[src/rtl/ssc_pkg.sv]
package ssc_pkg;
  localparam int ADDR_W = 3;
  localparam int BUS_W  = 32;

  typedef enum logic [ADDR_W-1:0] {
    REG_CTRL = 3'd0,
    REG_STAT = 3'd1,
    REG_IEN  = 3'd2,
    REG_TX   = 3'd3,
    REG_RX   = 3'd4
  } reg_addr_e;

  // control field positions
  localparam int C_EN   = 0;
  localparam int C_LOOP = 1;
  localparam int C_MAST = 2;
  localparam int C_WC   = 4;
  localparam int C_DIV  = 8;

  // status bit positions
  localparam int S_TXE  = 0;
  localparam int S_RXF  = 1;
  localparam int S_TERR = 2;
  localparam int S_RERR = 3;
  localparam int S_BUSY = 4;
endpackage

[src/rtl/ssc_clkgen.sv]
module ssc_clkgen #(
  parameter int DIV_W = 8
) (
  input  logic             clk,
  input  logic             rst_n,
  input  logic             run,
  input  logic [DIV_W-1:0] div,
  output logic             sclk,
  output logic             rise,
  output logic             fall
);
  logic [DIV_W-1:0] cnt;
  logic             sclk_q;
  logic             tick;

  assign tick = run && (cnt == div);
  assign rise = tick && !sclk_q;
  assign fall = tick && sclk_q;
  assign sclk = sclk_q;

  always_ff @(posedge clk or negedge rst_n) begin
    if (!rst_n) begin
      cnt    <= '0;
      sclk_q <= 1'b0;
    end else if (!run) begin
      cnt    <= '0;
      sclk_q <= 1'b0;
    end else if (tick) begin
      cnt    <= '0;
      sclk_q <= ~sclk_q;
    end else begin
      cnt <= cnt + 1'b1;
    end
  end

  AST_CLK_IDLE_LOW: assert property (@(posedge clk) disable iff (!rst_n)
    (!run && $past(!run)) |-> !sclk_q);
endmodule

[src/rtl/ssc_edge_sync.sv]
module ssc_edge_sync (
  input  logic clk,
  input  logic rst_n,
  input  logic pin,
  output logic rise,
  output logic fall
);
  logic [2:0] sy;

  always_ff @(posedge clk or negedge rst_n) begin
    if (!rst_n) sy <= '0;
    else        sy <= {sy[1:0], pin};
  end

  assign rise = sy[1] && !sy[2];
  assign fall = !sy[1] && sy[2];
endmodule

[src/rtl/ssc_shifter.sv]
module ssc_shifter #(
  parameter int FRAME_MAX = 16,
  localparam int WC_W = $clog2(FRAME_MAX)
) (
  input  logic                 clk,
  input  logic                 rst_n,
  input  logic                 clr,
  input  logic                 load,
  input  logic [FRAME_MAX-1:0] load_word,
  input  logic                 rise,
  input  logic                 fall,
  input  logic [WC_W-1:0]      wlast,
  input  logic                 sdi,
  output logic                 sdo,
  output logic                 rx_done,
  output logic [FRAME_MAX-1:0] rx_word,
  output logic                 frame_end
);
  logic [FRAME_MAX-1:0] sh;
  logic [FRAME_MAX-1:0] mask;
  logic [WC_W-1:0]      bitcnt;
  logic                 in_bit;
  logic                 last_pend;

  for (genvar i = 0; i < FRAME_MAX; i++) begin : g_mask
    assign mask[i] = (WC_W'(i) <= wlast);
  end

  assign sdo       = sh[wlast];
  assign rx_done   = rise && (bitcnt == wlast);
  assign rx_word   = {sh[FRAME_MAX-2:0], sdi} & mask;
  assign frame_end = fall && last_pend;

  always_ff @(posedge clk or negedge rst_n) begin
    if (!rst_n) begin
      sh        <= '0;
      bitcnt    <= '0;
      in_bit    <= 1'b0;
      last_pend <= 1'b0;
    end else if (clr) begin
      sh        <= '0;
      bitcnt    <= '0;
      in_bit    <= 1'b0;
      last_pend <= 1'b0;
    end else if (load) begin
      sh        <= load_word & mask;
      bitcnt    <= '0;
      last_pend <= 1'b0;
    end else if (rise) begin
      in_bit    <= sdi;
      bitcnt    <= rx_done ? '0 : bitcnt + 1'b1;
      last_pend <= rx_done;
    end else if (fall) begin
      sh        <= {sh[FRAME_MAX-2:0], in_bit};
      last_pend <= 1'b0;
    end
  end

  AST_LOAD_RESTARTS_COUNT: assert property (@(posedge clk) disable iff (!rst_n)
    (load && !clr) |=> !frame_end);
endmodule

[src/rtl/sync_serial_ctrl.sv]
module sync_serial_ctrl
  import ssc_pkg::*;
#(
  parameter int FRAME_MAX = 16,
  parameter int DIV_W     = 8
) (
  input  logic              clk,
  input  logic              rst_n,
  input  logic              bus_valid_i,
  output logic              bus_ready_o,
  input  logic              bus_write_i,
  input  logic [ADDR_W-1:0] bus_addr_i,
  input  logic [BUS_W-1:0]  bus_wdata_i,
  output logic [BUS_W-1:0]  bus_rdata_o,
  output logic              sclk_o,
  input  logic              sclk_i,
  output logic              sdo_o,
  input  logic              sdi_i,
  output logic              irq_o
);
  localparam int WC_W = $clog2(FRAME_MAX);

  // control and status state
  logic                 ctrl_en, ctrl_loop, ctrl_master;
  logic [WC_W-1:0]      ctrl_wcode;
  logic [DIV_W-1:0]     ctrl_div;
  logic                 ien_tx, ien_rx;
  logic [FRAME_MAX-1:0] txbuf, rxbuf;
  logic                 tx_empty, rx_full, tx_err, rx_err, active;

  // request decode
  logic wr, rd, wr_ctrl, wr_stat, wr_ien, wr_tx, rd_rx;
  assign bus_ready_o = 1'b1;
  assign wr      = bus_valid_i && bus_write_i;
  assign rd      = bus_valid_i && !bus_write_i;
  assign wr_ctrl = wr && (bus_addr_i == REG_CTRL);
  assign wr_stat = wr && (bus_addr_i == REG_STAT);
  assign wr_ien  = wr && (bus_addr_i == REG_IEN);
  assign wr_tx   = wr && (bus_addr_i == REG_TX);
  assign rd_rx   = rd && (bus_addr_i == REG_RX);

  logic unused_wdata;
  assign unused_wdata = ^{bus_wdata_i[BUS_W-1:C_DIV+DIV_W], bus_wdata_i[3]};

  // serial datapath
  logic [WC_W-1:0]      wlast;
  logic                 run, m_sclk, m_rise, m_fall, s_rise, s_fall;
  logic                 rise_ev, fall_ev, sdo_int, sdi_int;
  logic                 rx_done, frame_end;
  logic [FRAME_MAX-1:0] rx_word;
  logic                 m_start, m_stop, s_start, load_ev, take_buf, underrun;

  assign wlast   = (ctrl_wcode == '0) ? WC_W'(1) : ctrl_wcode;
  assign run     = ctrl_en && ctrl_master && active;
  assign rise_ev = ctrl_en && active && (ctrl_master ? m_rise : s_rise);
  assign fall_ev = ctrl_en && active && (ctrl_master ? m_fall : s_fall);
  assign sdi_int = ctrl_loop ? sdo_int : sdi_i;

  ssc_clkgen #(.DIV_W(DIV_W)) u_clkgen (
    .clk(clk), .rst_n(rst_n), .run(run), .div(ctrl_div),
    .sclk(m_sclk), .rise(m_rise), .fall(m_fall)
  );

  ssc_edge_sync u_sync (
    .clk(clk), .rst_n(rst_n), .pin(sclk_i), .rise(s_rise), .fall(s_fall)
  );

  ssc_shifter #(.FRAME_MAX(FRAME_MAX)) u_shifter (
    .clk(clk), .rst_n(rst_n), .clr(!ctrl_en), .load(load_ev),
    .load_word(take_buf ? txbuf : '0), .rise(rise_ev), .fall(fall_ev),
    .wlast(wlast), .sdi(sdi_int), .sdo(sdo_int), .rx_done(rx_done),
    .rx_word(rx_word), .frame_end(frame_end)
  );

  // frame sequencing
  assign m_start  = ctrl_en && ctrl_master && !tx_empty && (!active || frame_end);
  assign m_stop   = ctrl_en && ctrl_master && frame_end && tx_empty;
  assign s_start  = ctrl_en && !ctrl_master && (!active || frame_end);
  assign load_ev  = m_start || s_start;
  assign take_buf = load_ev && !tx_empty;
  assign underrun = s_start && tx_empty;

  always_ff @(posedge clk or negedge rst_n) begin
    if (!rst_n) begin
      ctrl_en     <= 1'b0;
      ctrl_loop   <= 1'b0;
      ctrl_master <= 1'b0;
      ctrl_wcode  <= '0;
      ctrl_div    <= '0;
      ien_tx      <= 1'b0;
      ien_rx      <= 1'b0;
    end else begin
      if (wr_ctrl) begin
        ctrl_en     <= bus_wdata_i[C_EN];
        ctrl_loop   <= bus_wdata_i[C_LOOP];
        ctrl_master <= bus_wdata_i[C_MAST];
        ctrl_wcode  <= bus_wdata_i[C_WC +: WC_W];
        ctrl_div    <= bus_wdata_i[C_DIV +: DIV_W];
      end
      if (wr_ien) begin
        ien_tx <= bus_wdata_i[0];
        ien_rx <= bus_wdata_i[1];
      end
    end
  end

  always_ff @(posedge clk or negedge rst_n) begin
    if (!rst_n) begin
      txbuf    <= '0;
      tx_empty <= 1'b1;
      tx_err   <= 1'b0;
      active   <= 1'b0;
    end else begin
      if (wr_tx) txbuf <= bus_wdata_i[FRAME_MAX-1:0];
      if (wr_tx)         tx_empty <= 1'b0;
      else if (take_buf) tx_empty <= 1'b1;
      if (underrun)                          tx_err <= 1'b1;
      else if (wr_stat && bus_wdata_i[S_TERR]) tx_err <= 1'b0;
      if (!ctrl_en)     active <= 1'b0;
      else if (load_ev) active <= 1'b1;
      else if (m_stop)  active <= 1'b0;
    end
  end

  always_ff @(posedge clk or negedge rst_n) begin
    if (!rst_n) begin
      rxbuf   <= '0;
      rx_full <= 1'b0;
      rx_err  <= 1'b0;
    end else begin
      if (rx_done) rxbuf <= rx_word;
      if (rx_done)    rx_full <= 1'b1;
      else if (rd_rx) rx_full <= 1'b0;
      if (rx_done && rx_full && !rd_rx)        rx_err <= 1'b1;
      else if (wr_stat && bus_wdata_i[S_RERR]) rx_err <= 1'b0;
    end
  end

  // outputs
  assign sclk_o = m_sclk;
  assign sdo_o  = ctrl_en && sdo_int;
  assign irq_o  = (tx_empty && ien_tx) || (rx_full && ien_rx);

  always_comb begin
    bus_rdata_o = '0;
    case (bus_addr_i)
      REG_CTRL: begin
        bus_rdata_o[C_EN]              = ctrl_en;
        bus_rdata_o[C_LOOP]            = ctrl_loop;
        bus_rdata_o[C_MAST]            = ctrl_master;
        bus_rdata_o[C_WC +: WC_W]      = ctrl_wcode;
        bus_rdata_o[C_DIV +: DIV_W]    = ctrl_div;
      end
      REG_STAT: begin
        bus_rdata_o[S_TXE]  = tx_empty;
        bus_rdata_o[S_RXF]  = rx_full;
        bus_rdata_o[S_TERR] = tx_err;
        bus_rdata_o[S_RERR] = rx_err;
        bus_rdata_o[S_BUSY] = active;
      end
      REG_IEN: begin
        bus_rdata_o[0] = ien_tx;
        bus_rdata_o[1] = ien_rx;
      end
      REG_TX:  bus_rdata_o[FRAME_MAX-1:0] = txbuf;
      REG_RX:  bus_rdata_o[FRAME_MAX-1:0] = rxbuf;
      default: bus_rdata_o = '0;
    endcase
  end

  AST_TXE_ON_LOAD: assert property (@(posedge clk) disable iff (!rst_n)
    (take_buf && !wr_tx) |=> tx_empty);
  AST_TXE_CLR_ON_WRITE: assert property (@(posedge clk) disable iff (!rst_n)
    wr_tx |=> !tx_empty);
  AST_RXF_ON_DONE: assert property (@(posedge clk) disable iff (!rst_n)
    rx_done |=> rx_full);
  AST_RX_OVERWRITE: assert property (@(posedge clk) disable iff (!rst_n)
    (rx_done && rx_full && !rd_rx) |=> (rx_err && rxbuf == $past(rx_word)));
  AST_SLAVE_UNDERRUN: assert property (@(posedge clk) disable iff (!rst_n)
    (ctrl_en && !ctrl_master && frame_end && tx_empty && !wr_tx) |=> tx_err);
  AST_MASTER_NO_TXERR: assert property (@(posedge clk) disable iff (!rst_n)
    (ctrl_en && ctrl_master) |=> !$rose(tx_err));
  AST_DISABLED_IDLE: assert property (@(posedge clk) disable iff (!rst_n)
    !ctrl_en |=> !active);
endmodule

[config.mk]
export PLATFORM = sky130hd
export DESIGN_NAME = sync_serial_ctrl
export DESIGN_NICKNAME = d
export VERILOG_FILES = /design/src/rtl/ssc_pkg.sv /design/src/rtl/ssc_clkgen.sv /design/src/rtl/ssc_edge_sync.sv /design/src/rtl/ssc_shifter.sv /design/src/rtl/sync_serial_ctrl.sv
export SDC_FILE = /design/constraint.sdc
export NUM_CORES = 1
export LEC_CHECK = 0
export BUFFER_PORTS_ARGS = -buffer_cell sky130_fd_sc_hd__buf_4
export CAP_MARGIN = 30
export CORE_ASPECT_RATIO = 2
export CORE_MARGIN = 2
export CORE_UTILIZATION = 25
export DETAILED_ROUTE_END_ITERATION = 8
export PLACE_DENSITY_LB_ADDON = 0.15
export SLEW_MARGIN = 20
export SYNTH_ARGS = -nofsm -noshare
export SYNTH_HDL_FRONTEND = slang
export SYNTH_HIERARCHICAL = 1
export SYNTH_SLANG_ARGS = --single-unit
[constraint.sdc]
create_clock -name clk -period 4.3 [get_ports clk]
set_input_delay 0.86 -clock clk [delete_from_list [all_inputs] [get_ports clk]]
set_output_delay 0.86 -clock clk [all_outputs]
set_load 0.03 [all_outputs]
==> key figures, run 1 <==
Critical path
  – Required time of the critical path: 4.56 ns
  – Most Frequent Cell on Critical Path: nor2_1
  – Worst Setup End Kind: register
  – CP top delay family: simple AND/OR/NAND/NOR gates
  – Path length in cells of the critical path: 15
  – Cell Chain, Critical Path: xnor2_1 -> nand4_1 -> nor2_1 -> and3_1 -> mux2i_1 -> nor2_1 -> and2_1 -> nand2b_1 -> nand2_1 -> a21oi_1 -> nor2_1 -> o21ai_1 -> buf_4 -> nand2b_1 -> o21ai_0
  – Reg2reg path depth: 15
  – Worst Path Arrival: 3.90 ns
  – CP Class: register to register
  – Critical-path top delay cell: dfrtp_1
  – Bufs and invs on worst path: 1
  – Setup crit start kind: register
  – Crit-path max FO: 22
  – CP peak stage delay: 0.44 ns

Yosys
  – Mean post-synth cell area: 10.8 sq um
  – Largest cells by area after synthesis: dfrtp_1 44%, mux2_2 12%, mux2i_1 3.9%
  – Synthesized area: 4910 sq um
  – Top-count cell post-synth: dfrtp_1
  – Synth async-reset ratio: 100%
  – Post-Syn Instances: 454
  – Largest area contributor in the netlist: dfrtp_1
  – Ys flop type: dfrtp_1
  – Yosys warnings: 6
  – Commonest cells post-synth: 87 x dfrtp_1, 51 x mux2_2, 30 x nor2_1
  – EDFF count, synth: 0
  – Post-synthesis sequential area ratio: 44.8%
  – Top-area cell type share of the netlist area: 44.3%
  – Flops & latches, synth: 88
  – Synth cell types: 62

Routing
  – DRC viols: 0
  – DRT antenna net count: 0
  – Drt total wl: 13400 microns
  – Initial DRC count: 136
  – Pre-antenna DRT Iters: 4
  – Wire length per cell: 17.8 microns
  – Vias: 3515
  – Via-to-Cell Ratio: 4.67

Cells and area
  – Fin cells: 753
  – Area of the multi-input gates: 2460 sq um
  – Ant diodes: 0
  – Layout cells sized above 1: 28.5%
  – Area Growth Syn to Fin: 16.9%
  – FILL cells: 2040
  – Fin area: 5740 sq um
  – Sequential Area: 2200 sq um
  – Layout Nets: 532

Clock network
  – Longest Clk Path Bufs: 2
  – Post-cts sizing count: 0
  – Num CTS Buffers: 9
  – CTS Root Cell: clkbuf_16
  – Clock Sinks: 88
  – H-tree depth: 3
  – Hold Buf Count CTS: 0
  – Clk Latency, worst-skew pair: 0.34 ns
  – CTS tree: done
  – Reg clk slew, reported paths: 0.06 ns
  – Post-CTS setup buffer count: 0

STA
  – Final hold vios: 0
  – Sum Neg Setup Slack: 0 ns
  – Worst Clk Skew: 0.00470 ns
  – Clock period minus worst slack: 3.64 ns
  – Setup slack after layout: 0.661 ns
  – Normalized max-slew margin: 37.1%
  – Final worst path period share: 84.6%
  – Pins over their slew limit: 0
  – Setup violators final: 0
  – Hold WS: 0.364 ns
  – Least-Margin Pin Slew: 0.940 ns
  – Fmax: 275 MHz
  – RSZ-0062 raised after global routing: false

Floorplan
  – # rows: 72
  – IO Count: 77
  – Core area: 19300 sq um
  – DIE AREA: 20900 sq um
  – Die height: 202 microns
  – Initial Util: 25.5%
  – Die Wd: 103 microns

Power and ir drop
  – Sequential power share: 41.7%
  – Clock share of power: 32.3%
  – Pwr/cell area: 464 nW/um^2
  – Combinational Power Share: 26.0%
  – Net Switching: 0.878 mW
  – Net Sw Frac: 33.0%
  – Static leakage: 2.51 nW
  – Internal power: 1.78 mW
  – VDD IR max: 0.000213 V

Place
  – Area post-placement: 5420 sq um
  – DP Cell Count: 737
  – DP Worst Slack: 0.623 ns
  – Final Wtd Congestion: 0.789
  – Final HPWL DP: 10200 microns
  – Port bufs: 43

Outcome
  – Run status: finished, final reports clean

GRT
  – Vias in the first global route: 3840
  – Initial antenna violation count: 0
  – Gr usage total: 13.7%
  – Overflow after GRT: 0
  – Largest net degree at the start of global routing: 57
  – First-pass GRT wire length: 21500 microns

Hold path
  – Hold depth: 0
  – HP Class: register to register

Run
  – Max cap viols: 0
==> worst reg2reg max path, stage by stage (launching register included) <==
cell      delay [ns]
dfrtp_1         0.44
xnor2_1         0.20
nand4_1         0.25
nor2_1          0.23
and3_1          0.19
mux2i_1         0.07
nor2_1          0.28
and2_1          0.18
nand2b_1        0.15
nand2_1         0.09
a21oi_1         0.36
nor2_1          0.33
o21ai_1         0.16
buf_4           0.27
nand2b_1        0.15
o21ai_0         0.21
==> stage by stage <==
step	utilization (%)	total power [mW]
after global placement	28.1	1.82
after global routing	29.8	2.81
after CTS	29.8	2.71
after floorplan	-	1.59
final	29.8	2.66
after detailed placement	28.1	1.83
==> path summary, 6_finish.rpt <==
kind	startpoint	endpoint	slack [ns]
max in group asynchronous	rst_n	ctrl_div[2]	2.95
worst max-delay path	u_clkgen/cnt[0]	u_shifter/sh[4]	0.66
worst min register to register	u_sync/sy[0]	u_sync/sy[1]	0.36
worst max register to register	u_clkgen/cnt[0]	u_shifter/sh[4]	0.66
worst min-delay path	u_sync/sy[0]	u_sync/sy[1]	0.36
min in group asynchronous	rst_n	txbuf[0]	0.59
==> cell type report <==
class                      count  share of cell area [%]
sequential                    88                    38.4
clock inverter                 5                    1.39
timing repair buffer          53                    6.93
multi-input combinational    328                    42.8
tap                          259                    5.64
clock buffer                  11                    4.23
inverter                       9                   0.588
==> sequential cells by signal (all words and copies together), names as in the netlist, 3 cells and up <==
name	flops
u_shifter/bitcnt	4
u_clkgen/cnt	8
rxbuf	16
ctrl_div	8
u_sync/sy	3
u_shifter/sh	16
ctrl_wcode	4
txbuf	16
==> power groups by stage <==
stage          registers (mW)  clock network (mW)  logic [mW]
2_1_floorplan            1.06                   0       0.527
3_3_place_gp             1.12                   0       0.694
3_5_place_dp             1.13                   0       0.703
4_1_cts                  1.11               0.890       0.706
5_1_grt                  1.13               0.923       0.760
6_report                 1.11               0.861       0.693
==> metal layers <==
layer / up-vias / share of wire [%] / GRT usage, %
met1: 1774 / 39 / 15.4
met4: 0 / 3.3 / 6.44
li1: 1642 / - / -
met5: - / 0 / 0
met2: 78 / 55 / 24.6
met3: 21 / 2.5 / 1.97
==> cells by family (layout without fill, tap and decap cells) <==
kind of cell,after synthesis,in the layout,synth area share [%]
AO/OA/AOI/OAI,76,76,11.1
XOR/XNOR,20,20,3.57
buffers and inverters,53,78,6.24
flip-flops,88,88,44.8
other,2,17,0.153
AND/OR/NAND/NOR,139,139,16.2
multiplexers,74,74,17.4
adder cells (fa/ha/maj),2,2,0.509
==> cells in the final DEF (no fill, tap or decap), types with 4 or more instances in the layout <==
cell type,instances
nand3_1,5
a31oi_1,6
nor2_1,30
nand2b_1,7
inv_1,7
clkbuf_16,9
mux2_2,51
a21oi_1,20
a32oi_1,5
o21ai_0,7
mux4_2,4
and2_1,25
conb_1,17
a2bb2oi_1,5
dfrtp_1,87
or2_2,4
nand4_1,4
and3_1,11
nor2b_1,9
o2bb2ai_1,14
xnor2_1,11
mux2i_1,19
buf_4,53
nand2_1,21
xor2_1,9
(Power assumes the default switching activity.)
==> run 2, diff against run 1 <==
==> constraint.sdc (replaced) <==
create_clock -name clk -period 3.8 [get_ports clk]
set_input_delay 0.76 -clock clk [delete_from_list [all_inputs] [get_ports clk]]
set_output_delay 0.76 -clock clk [all_outputs]
set_load 0.03 [all_outputs]
==> key figures, run 2 (same netlist as run 1, synthesis figures left out) <==
Outcome
  – Run status: finished, final reports clean

Routing
  – Drt total wl: 13700 microns
  – DRC viols: 0
  – DRT antenna net count: 0
  – Via-to-Cell Ratio: 4.75
  – Wire length per cell: 18.1 microns
  – Initial DRC count: 189
  – Vias: 3599
  – Pre-antenna DRT Iters: 4

STA
  – Pins over their slew limit: 0
  – Least-Margin Pin Slew: 0.628 ns
  – Normalized max-slew margin: 58.1%
  – Hold WS: 0.364 ns
  – Setup violators final: 0
  – Fmax: 299 MHz
  – Clock period minus worst slack: 3.35 ns
  – Final hold vios: 0
  – Final worst path period share: 88.1%
  – Worst Clk Skew: 0.00649 ns
  – Sum Neg Setup Slack: 0 ns
  – RSZ-0062 raised after global routing: false

Place
  – DP Cell Count: 742
  – Port bufs: 43
  – Final Wtd Congestion: 0.795
  – Final HPWL DP: 10300 microns

Cells and area
  – Fin cells: 758
  – Fin util: 30.0%
  – Layout Nets: 537
  – Most frequent cells in the layout: 87 x dfrtp_1, 58 x buf_4, 51 x mux2_2
  – Layout cells sized above 1: 29.5%
  – Top flop regs: rxbuf: 16 flops, txbuf: 16 flops, u_shifter/sh: 16 flops
  – Ant diodes: 0
  – FILL cells: 2051
  – Most common cell after layout, fill and taps aside: dfrtp_1
  – Area Growth Syn to Fin: 17.6%

Critical path
  – CP top delay family: simple AND/OR/NAND/NOR gates
  – CP Class: register to output pin
  – Crit-path max FO: 12
  – Critical-path top delay cell: mux4_2
  – Worst Setup End Kind: output pin
  – Bufs and invs on worst path: 1
  – Setup crit start kind: register
  – CP peak stage delay: 0.57 ns
  – Required time of the critical path: 3.04 ns
  – Cell Chain, Critical Path: nor3_1 -> or2_2 -> mux4_2 -> a211oi_2 -> a21oi_1 -> and2_1 -> buf_4
  – Reg2reg path depth: 12
  – Path length in cells of the critical path: 7
  – Worst Path Arrival: 2.59 ns

GRT
  – Initial antenna violation count: 0
  – Overflow after GRT: 0
  – First-pass GRT wire length: 22300 microns
  – Largest net degree at the start of global routing: 47
  – Vias in the first global route: 3846
  – Gr usage total: 14.2%

Clock network
  – Num CTS Buffers: 9
  – Reg clk slew, reported paths: 0.06 ns
  – Longest Clk Path Bufs: 2
  – Post-cts sizing count: 0
  – CTS tree: done
  – CTS Root Cell: clkbuf_16
  – Post-CTS setup buffer count: 0
  – H-tree depth: 3
  – Hold Buf Count CTS: 0
  – Clock Sinks: 88
  – Clk Latency, worst-skew pair: 0.35 ns

Floorplan
  – Die height: 202 microns
  – Die Wd: 103 microns
  – # rows: 72
  – IO Count: 77
  – DIE AREA: 20900 sq um
  – Core area: 19300 sq um
  – Initial Util: 25.5%

Hold path
  – HP Class: register to register
  – Hold depth: 0

Power and ir drop
  – Pwr/cell area: 525 nW/um^2
  – Static leakage: 2.54 nW
  – VDD IR max: 0.000257 V
  – Total power: 3.03 mW

Run
  – Max cap viols: 0
-- run 2: changes by cell type in the layout (fill, tap and decap cells not counted) --
cell / delta
clkinvlp_4: -1
clkbuf_1: -1
clkinv_2: +2
buf_4: +5
-- run 2: per-layer routing --
| metal | track usage (%) | part of all wire [%] | vias up |
|---|---|---|---|
| li1 | - | - | 1658 |
| met3 | 2.04 | 2.6 | 21 |
| met4 | 6.30 | 2.5 | 0 |
| met5 | 0 | 0 | - |
| met1 | 17.0 | 40 | 1842 |
| met2 | 24.7 | 55 | 78 |
-- run 2: layout make-up --
type / count / area [sq um] / share of cell area, %
clock inverter: 6 / 82.6 / 1.43
tap: 259 / 324 / 5.61
sequential: 88 / 2200 / 38.1
inverter: 9 / 33.8 / 0.585
multi-input combinational: 328 / 2460 / 42.6
timing repair buffer: 58 / 435 / 7.54
clock buffer: 10 / 239 / 4.14
-- run 2: per-stage QoR --
| stage | worst slack [ns] | area (sq um) |
|---|---|---|
| after CTS | 0.363 | 5780 |
| final | 0.451 | 5780 |
| after global placement | 0.497 | 5460 |
| after global routing | 0.197 | 5780 |
| after floorplan | 0.936 | 4970 |
| after detailed placement | 0.540 | 5460 |
-- run 2: final timing paths --
kind                                 start  slack (ns)            to
hold / removal                u_sync/sy[0]        0.36  u_sync/sy[1]
hold reg to reg               u_sync/sy[0]        0.36  u_sync/sy[1]
setup / recovery             ctrl_wcode[2]        0.45         sdo_o
max in group asynchronous            rst_n        2.58     txbuf[12]
setup reg to reg           u_clkgen/cnt[2]        0.56     rxbuf[14]
min in group asynchronous            rst_n        0.42        ien_tx
-- run 2: worst reg2reg max path, cell delays in order (launching register included) --
cell and delay (ns):
dfrtp_1 0.44, xnor2_1 0.16, nand4_1 0.23, buf_4 0.22
nor4b_1 0.27, mux2i_1 0.14, nor2_1 0.25, inv_2 0.14
nor4_2 0.35, nand2b_1 0.18, inv_1 0.08, buf_4 0.28
mux2_2 0.39
-- run 2: power breakdown --
part           switching (mW)  total (mW)  internal [mW]  leakage (nW)
Combinational           0.460       0.807          0.347          1.24
Sequential              0.158        1.25           1.09          1.14
Clock                   0.385       0.976          0.591         0.158
Total                    1.00        3.03           2.03          2.54
